[src/rtl/rtc_prescaler_pkg.sv]
package rtc_prescaler_pkg;
   localparam int unsigned DEF_A_W   = 7;
   localparam int unsigned DEF_B_W   = 15;
   localparam int unsigned DEF_A_RST = 127;
   localparam int unsigned DEF_B_RST = 255;

   // cycles between calendar ticks for given settings
   function automatic longint unsigned cal_period(input longint unsigned a,
                                                  input longint unsigned b);
      return (a + 1) * (b + 1);
   endfunction
endpackage

[src/rtl/rtc_div_stage.sv]
module rtc_div_stage #(
   parameter int unsigned W       = 7,
   parameter int unsigned RST_VAL = 127,
   parameter bit          GATED   = 1'b1
) (
   input  logic         clk,
   input  logic         rst_n,
   input  logic         step_i,
   input  logic         load_i,
   input  logic [W-1:0] reload_i,
   output logic         zero_o,
   output logic [W-1:0] cnt_o
);
   localparam logic [W-1:0] RST_CNT = W'(RST_VAL);

   if (W < 1) begin : g_bad_w
      $error("rtc_div_stage: W must be at least 1");
   end
   if (RST_VAL >= (64'd1 << W)) begin : g_bad_rst
      $error("rtc_div_stage: RST_VAL does not fit in W bits");
   end

   logic         adv;
   logic [W-1:0] cnt_q;
   logic [W-1:0] cnt_d;

   // variant: a free-running stage ignores step_i
   if (GATED) begin : g_gated
      assign adv = step_i;
   end else begin : g_free
      logic unused_step;
      assign unused_step = step_i;
      assign adv = 1'b1;
   end

   assign zero_o = (cnt_q == '0);

   always_comb begin
      cnt_d = cnt_q;
      if (load_i) begin
         cnt_d = reload_i;
      end else if (adv) begin
         cnt_d = zero_o ? reload_i : cnt_q - 1'b1;
      end
   end

   always_ff @(posedge clk or negedge rst_n) begin
      if (!rst_n) cnt_q <= RST_CNT;
      else        cnt_q <= cnt_d;
   end

   assign cnt_o = cnt_q;
endmodule

[src/rtl/rtc_prescaler.sv]
module rtc_prescaler
   import rtc_prescaler_pkg::*;
#(
   parameter int unsigned WA    = DEF_A_W,
   parameter int unsigned WB    = DEF_B_W,
   parameter int unsigned A_RST = DEF_A_RST,
   parameter int unsigned B_RST = DEF_B_RST
) (
   input  logic          clk,
   input  logic          rst_n,
   input  logic          load_i,
   input  logic [WA-1:0] div_a_i,
   input  logic [WB-1:0] div_b_i,
   output logic          tick_sub_o,
   output logic          tick_cal_o,
   output logic [WB-1:0] subsec_o
);
   if (WA < 1 || WB < 1) begin : g_bad_w
      $error("rtc_prescaler: stage widths must be at least 1");
   end

   logic          zero_a;
   logic          zero_b;
   logic [WA-1:0] cnt_a;
   logic          tick_sub;
   logic          unused_a;

   rtc_div_stage #(.W(WA), .RST_VAL(A_RST), .GATED(1'b0)) u_stage_a (
      .clk      (clk),
      .rst_n    (rst_n),
      .step_i   (1'b1),
      .load_i   (load_i),
      .reload_i (div_a_i),
      .zero_o   (zero_a),
      .cnt_o    (cnt_a)
   );

   // load has priority over any natural wrap
   assign tick_sub = zero_a & ~load_i;

   rtc_div_stage #(.W(WB), .RST_VAL(B_RST), .GATED(1'b1)) u_stage_b (
      .clk      (clk),
      .rst_n    (rst_n),
      .step_i   (tick_sub),
      .load_i   (load_i),
      .reload_i (div_b_i),
      .zero_o   (zero_b),
      .cnt_o    (subsec_o)
   );

   assign unused_a   = ^cnt_a;
   assign tick_sub_o = tick_sub;
   assign tick_cal_o = tick_sub & zero_b;
endmodule

[config.mk]
export PLATFORM = sky130hd
export DESIGN_NAME = rtc_prescaler
export DESIGN_NICKNAME = d
export VERILOG_FILES = /design/src/rtl/rtc_prescaler_pkg.sv /design/src/rtl/rtc_div_stage.sv /design/src/rtl/rtc_prescaler.sv
export SDC_FILE = /design/constraint.sdc
export NUM_CORES = 1
export LEC_CHECK = 0
export BUFFER_PORTS_ARGS = -buffer_cell sky130_fd_sc_hd__buf_2
export CAP_MARGIN = 20
export CORE_AREA = 2 2 64 66
export CTS_CLUSTER_DIAMETER = 80
export CTS_CLUSTER_SIZE = 16
export DETAILED_ROUTE_END_ITERATION = 8
export DIE_AREA = 0 0 66 68
export PLACE_DENSITY = 0.8
export SYNTH_ARGS = -nofsm -noshare
export SYNTH_HDL_FRONTEND = slang
export SYNTH_SLANG_ARGS = --single-unit
export TNS_END_PERCENT = 10
[constraint.sdc]
create_clock -name clk -period 2 [get_ports clk]
set_clock_uncertainty 0.2 [all_clocks]
set_input_delay 0.3 -clock clk [delete_from_list [all_inputs] [get_ports clk]]
set_output_delay 0.3 -clock clk [all_outputs]
set_load 0.05 [all_outputs]
==> impl_metrics.env, run 1 <==
export IMPL_clock_fmax_mhz=441.9
export IMPL_htree_levels=1
export IMPL_most_common_layout_cells="buf_4 (43), buf_2 (39), nor2_1 (14)"
export IMPL_dp_hpwl_mm=3.570
export IMPL_min_to="u_stage_a.cnt_o[1]"
export IMPL_fin_nets=282
export IMPL_use_met2_pct=39.02
export IMPL_gp_congestion=0.9757
export IMPL_layout_cells_non_filler=302
export IMPL_die_area_mm2=0.004488
export IMPL_clock_sinks=22
export IMPL_post_route_period_util_pct=113.2
export IMPL_cp_slowest_cell="dfstp_2"
export IMPL_met3_usage_pct=2.961
export IMPL_slew_headroom_pct=65.10
export IMPL_ant_nets=0
export IMPL_synth_edf_count=0
export IMPL_use_met1_pct=31.69
export IMPL_clk_latency_ns=0.27
export IMPL_firstDrtPassIters=4
export IMPL_synth_seq_cells=22
export IMPL_synthArstFlopShare_pct=100.0
export IMPL_setup_tns_ns=-1.886
export IMPL_grt_overflow_total=0
export IMPL_die_w_um=66
export IMPL_fp_coreArea_mm2=0.003856
export IMPL_avgViaCountPerCell=5.808
export IMPL_ys_flop_type="dfstp_2"
export IMPL_reg2reg_to="u_stage_b.cnt_o[9]"
export IMPL_power_density_mw_per_mm2=639.6
export IMPL_r2r_setup_slack_ns=-0.22
export IMPL_port_buffers=41
export IMPL_antenna_found_initial=0
export IMPL_pin_count=42
export IMPL_maxSlewViolCount=0
export IMPL_cts_buffers_inserted=3
export IMPL_slowest_delay_ns=0.38
export IMPL_hold_viol=0
export IMPL_required_ns=1.50
export IMPL_initial_core_util_pct=40.36
export IMPL_grt_max_degree=23
export IMPL_crit_path_cell_trace="inv_2 > ha_4 > nor4b_4 > nand2_2 > nor3_4 > buf_6"
export IMPL_startpoint="u_stage_a.cnt_o[1]"
export IMPL_root_buffer="clkbuf_8"
export IMPL_antennaDiodeCount=0
export IMPL_path_max_fanout=4
export IMPL_fillCellCount=317
export IMPL_rows=23
export IMPL_end_kind="primary output"
export IMPL_routedWlPerCell_um=17.55
export IMPL_violations="negative setup slack"
export IMPL_setup_viol=16
export IMPL_path_buf_inv=2
export IMPL_yosys_area_top_type="dfstp_2"
export IMPL_synth_area_mm2=0.001556
export IMPL_clk_pin_slew_worst_paths_ns=0.08
export IMPL_hold_class="input port to register"
export IMPL_whs_path_depth=3
export IMPL_first_iter_violations=174
export IMPL_area_growth_synth_to_final_pct=55.39
export IMPL_p_leak_nw=0.9953
export IMPL_fin_util_pct=62.72
export IMPL_syn_inst=164
export IMPL_status="finished with violations"
export IMPL_yosys_top_cells_area="dfstp_2 (25%), dfrtp_1 (11%), a21oi_1 (4.8%)"
export IMPL_hold_path_startpoint="div_a_i[1]"
export IMPL_drc=0
export IMPL_dpl_cell_area_mm2=0.002152
export IMPL_die_h_um=68
export IMPL_layout_drive_gt1_share_pct=59.13
export IMPL_final_common_cell="buf_4"
export IMPL_yosysUniqueCellTypes=52
export IMPL_grt_pass1_vias=1596
export IMPL_ys_seq_area_share_pct=36.58
export IMPL_vdd_ir_drop_max_mv=0.3327
export IMPL_cts_buffer_depth=2
export IMPL_synth_fp_nets=193
export IMPL_ys_warn_count=0
export IMPL_grt_pass1_wl_mm=7.997
export IMPL_rr_worst_depth=7
export IMPL_regToRegStartpoint="u_stage_b.cnt_o[0]"
export IMPL_vias=1754
export IMPL_cts_tree="built"
export IMPL_crit_family="simple AND/OR/NAND/NOR gates"
export IMPL_power_mw=1.547
export IMPL_wl_mm=5.301
export IMPL_dp_cells=290
export IMPL_synth_top_cell_area_share_pct=25.32
export IMPL_syn_area_per_cell_um2=9.491
export IMPL_drv_cap=0
export IMPL_period_needed_ns=2.263
export IMPL_rsz0062_at_grt="true"
export IMPL_worst_slack_ns=-0.2630
export IMPL_path_class="register to primary output"
export IMPL_busiest_layer="met2"
export IMPL_tightest_slew_ns=0.5235
export IMPL_track_usage_pct=23.92
export IMPL_arrival_ns=1.76
export IMPL_startpoint_type="register"
export IMPL_fin_area_mm2=0.002419
[Yosys cell counts, types with 2 or more instances]
cell,count
nand4b_1,2
a31oi_1,3
xnor2_1,2
nor4_4,3
o21ai_0,5
nor2_1,14
ha_1,4
o31ai_1,2
dfrtp_1,7
dfstp_2,15
nand4_1,6
o2bb2a_1,3
o22a_1,4
clkbuf_1,4
or4_1,4
buf_6,2
nand3_1,5
a221o_1,3
a21oi_1,15
mux2_2,2
a21boi_0,2
nand2_1,9
xor2_1,2
inv_1,9
nor3_1,9
o21ai_1,2
[area by class of cell]
class,count,area (µm²),area share (%)
Multi-Input combinational cell,126,1074,44.39
Inverter,10,40.04,1.655
Timing Repair Buffer,90,606.8,25.09
Tap cell,50,62.56,2.587
Sequential cell,22,580.6,24.00
Clock buffer,4,55.05,2.276
[per-layer routing]
layer,vias to the layer above,wire length (µm)
li1,811,-
met3,21,377
met1,841,2135
met5,-,0
met2,81,2585
met4,0,202
[timing repair]
| action | in CTS | in global routing |
|---|---|---|
| resized for setup | 30 | 9 |
| buffers inserted | 6 | 1 |
| hold buffers | 1 | 0 |
| cloned | 0 | 0 |
| endpoints found under the hold margin | 7 | 0 |
| pin swaps | 12 | 4 |
| setup endpoints to repair | 17 | 19 |
[tightest hold or removal path, cell delays in order]
cell and delay [ns]:
buf_2 0.09, nor2_1 0.09, a21oi_1 0.04
[cell families after synthesis]
logic type                 after synthesis  synth area share, %
DFF                                     22                36.58
buffers and inverters                   16                4.822
AOI/OAI and AO/OA                       51                24.52
xor gates and xnor gates                 4                2.251
adders and majority gates                4                3.216
muxes                                    2                1.447
and+or+nand+nor                         65                27.17
[flip-flops by register name, summed over array words and instances, names as in the netlist]
register         flops
u_stage_a.cnt_o      7
u_stage_b.cnt_o     15
[worst max-delay path by stage]
stage / endpoint / slack (ns) / cells after the start
finish: tick_cal_o / -0.26 / 6
global placement: tick_cal_o / -0.16 / 6
floorplan: tick_cal_o / -0.31 / 3
global route: tick_cal_o / -0.36 / 6
CTS: tick_sub_o / -0.23 / 5
detailed placement: tick_cal_o / -0.20 / 6
[through the flow]
stage                     worst slack [ns]  hold slack, ns
after floorplan                    -0.3108         -0.1956
after global placement             -0.1584         0.09774
after detailed placement           -0.1975          0.1004
after CTS                          -0.2292         0.05072
after global routing               -0.3595         0.06530
final                              -0.2630         0.05326
[where the power goes]
group,internal (mW),switching (mW)
Sequential,0.530,0.0655
Clock,0.176,0.157
Combinational,0.248,0.371
(Power assumes the default switching activity.)
==> inputs of run 2 (changes only) <==
Settings changed: CORE_AREA 2 2 64 66 to 2 2 68 63, DIE_AREA 0 0 66 68 to 0 0 70 65, PLACE_DENSITY 0.8 to 0.79.
==> run 2 against run 1 <==
  * The flow still finishes with violations (negative setup slack)
  * Register-to-register slack improved by 0.02 ns
  * Critical path depth did not move
  * Via count fell by 2.1%
  * Count of clock-buffer cells in the layout did not move
  * Worst hold slack got worse by 0.0019 ns
  * Largest power group unchanged
==> impl_metrics.env, run 2 (synthesis gave the netlist of run 1 again) <==
export IMPL_ant_nets=0
export IMPL_rows=22
export IMPL_reg2reg_to="u_stage_b.cnt_o[11]"
export IMPL_gp_congestion=0.8368
export IMPL_startpoint_type="register"
export IMPL_period_needed_ns=2.246
export IMPL_startpoint="u_stage_b.cnt_o[0]"
export IMPL_regToRegStartpoint="u_stage_b.cnt_o[1]"
export IMPL_tightest_slew_ns=0.5106
export IMPL_die_w_um=70
export IMPL_cts_buffer_depth=2
export IMPL_avgViaCountPerCell=5.746
export IMPL_p_leak_nw=0.9821
export IMPL_dp_hpwl_mm=3.699
export IMPL_setup_viol=16
export IMPL_crit_path_cell_trace="inv_4 > ha_4 > nor4b_4 > nand4_1 > nor3_4 > buf_6"
export IMPL_grt_max_degree=23
export IMPL_wl_mm=5.088
export IMPL_largest_register_ffs=15
export IMPL_r2r_setup_slack_ns=-0.20
export IMPL_drc=0
export IMPL_layout_drive_gt1_share_pct=57.37
export IMPL_drv_cap=0
export IMPL_status="finished with violations"
export IMPL_dp_cells=290
export IMPL_area_growth_synth_to_final_pct=51.85
export IMPL_vdd_ir_drop_max_mv=0.2574
export IMPL_grt_pass1_vias=1723
export IMPL_final_common_cell="buf_4"
export IMPL_hold_viol=0
export IMPL_antennaDiodeCount=0
export IMPL_path_buf_inv=2
export IMPL_grt_pass1_wl_mm=8.480
export IMPL_routedWlPerCell_um=17.02
export IMPL_fin_util_pct=60.47
export IMPL_die_area_mm2=0.004550
export IMPL_rr_worst_depth=7
export IMPL_power_switching_mw=0.5872
export IMPL_path_class="register to primary output"
export IMPL_slew_headroom_pct=65.96
export IMPL_path_max_fanout=3
export IMPL_cts_buffers_inserted=3
export IMPL_port_buffers=41
export IMPL_required_ns=1.50
export IMPL_pin_count=42
export IMPL_combPwrFrac_pct=40.2
export IMPL_seq_power_share_pct=39.7
export IMPL_violations="negative setup slack"
export IMPL_cts_tree="built"
export IMPL_slowest_delay_ns=0.48
export IMPL_fp_coreArea_mm2=0.003909
export IMPL_sw_frac_of_total_pct=39.03
export IMPL_first_iter_violations=153
export IMPL_worst_slack_ns=-0.2460
export IMPL_arrival_ns=1.75
export IMPL_cp_slowest_cell="dfstp_4"
export IMPL_post_route_period_util_pct=112.3
export IMPL_pwr_share_clk_pct=20.1
export IMPL_power_density_mw_per_mm2=636.6
export IMPL_grt_overflow_total=0
export IMPL_maxSlewViolCount=0
export IMPL_clk_latency_ns=0.27
export IMPL_htree_levels=1
export IMPL_initial_core_util_pct=39.82
export IMPL_crit_family="simple AND/OR/NAND/NOR gates"
export IMPL_vias=1718
export IMPL_min_to="u_stage_a.cnt_o[2]"
export IMPL_track_usage_pct=23.66
export IMPL_clock_fmax_mhz=445.2
export IMPL_clk_pin_slew_worst_paths_ns=0.08
export IMPL_root_buffer="clkbuf_8"
export IMPL_end_kind="primary output"
export IMPL_intPower_mw=0.9175
export IMPL_hold_path_startpoint="div_a_i[2]"
export IMPL_hold_class="input port to register"
export IMPL_most_common_layout_cells="buf_4 (44), buf_2 (39), nor2_1 (13), a21oi_1 (13), dfstp_2 (13)"
export IMPL_clock_sinks=22
export IMPL_antenna_found_initial=0
export IMPL_die_h_um=65
export IMPL_firstDrtPassIters=4
export IMPL_layout_cells_non_filler=299
export IMPL_power_mw=1.505
export IMPL_rsz0062_at_grt="true"
export IMPL_fin_nets=281
export IMPL_whs_path_depth=3
run 2: cell types whose count changed in the layout (fill, tap and decap cells not counted), sizes merged:
cell / previous run / this run
buf: 89 / 88
run 2: metrics by stage:
step	setup TNS [ns]	cell area (µm²)	hold slack, ns	worst slack, ns
floorplan	-1.841	1614	-0.1956	-0.3108
global placement	-1.271	2165	0.09774	-0.1604
detailed placement	-2.015	2165	0.09830	-0.2034
CTS	-1.870	2341	0.06325	-0.2413
global route	-2.797	2364	0.06858	-0.3050
finish	-1.870	2364	0.05131	-0.2460
run 2: worst register-to-register path: stages, from the launching register on:
cell and delay [ns]:
dfstp_4 0.64, inv_4 0.04, ha_4 0.15, nor4b_4 0.13
buf_4 0.15, a41oi_4 0.22, mux2_2 0.37, o22a_1 0.19
run 2: layout make-up:
| class | count | area, µm² |
|---|---|---|
| repair buffers | 89 | 591.8 |
| flip-flops and latches | 22 | 580.6 |
| multi-input cells | 126 | 1044 |
| inverters | 10 | 42.54 |
| well taps | 48 | 60.06 |
| clock buffers | 4 | 45.04 |
| fillers | 307 | 1545 |
run 2: routing by layer:
metal / vias up / part of all wire (%) / GRT usage, %
met5: - / 0 / 0
met4: 0 / 2.3 / 8.894
met3: 10 / 6.3 / 3.888
met2: 74 / 49 / 40.36
met1: 817 / 42 / 30.20
li1: 817 / - / -
run 2: worst max-delay path by stage:
stage	to	cells past startpoint
floorplan	tick_cal_o	3
global placement	tick_cal_o	6
detailed placement	tick_cal_o	6
CTS	tick_sub_o	5
global route	tick_cal_o	6
finish	tick_cal_o	6
run 2: repair_timing:
action                                 4_1_cts  5_1_grt
resized for setup                           25        8
endpoints found under the hold margin        7        0
pin swaps                                   12        4
buffers inserted                             4        0
hold buffers                                 1        0
setup endpoints to repair                   18       19
run 2: power by group through the flow:
stage | registers (mW) | clock network [mW] | logic (mW)
floorplan | 0.741 | 0 | 0.201
global placement | 0.597 | 0 | 0.548
detailed placement | 0.599 | 0 | 0.561
CTS | 0.598 | 0.298 | 0.591
global route | 0.607 | 0.318 | 0.645
finish | 0.598 | 0.302 | 0.605
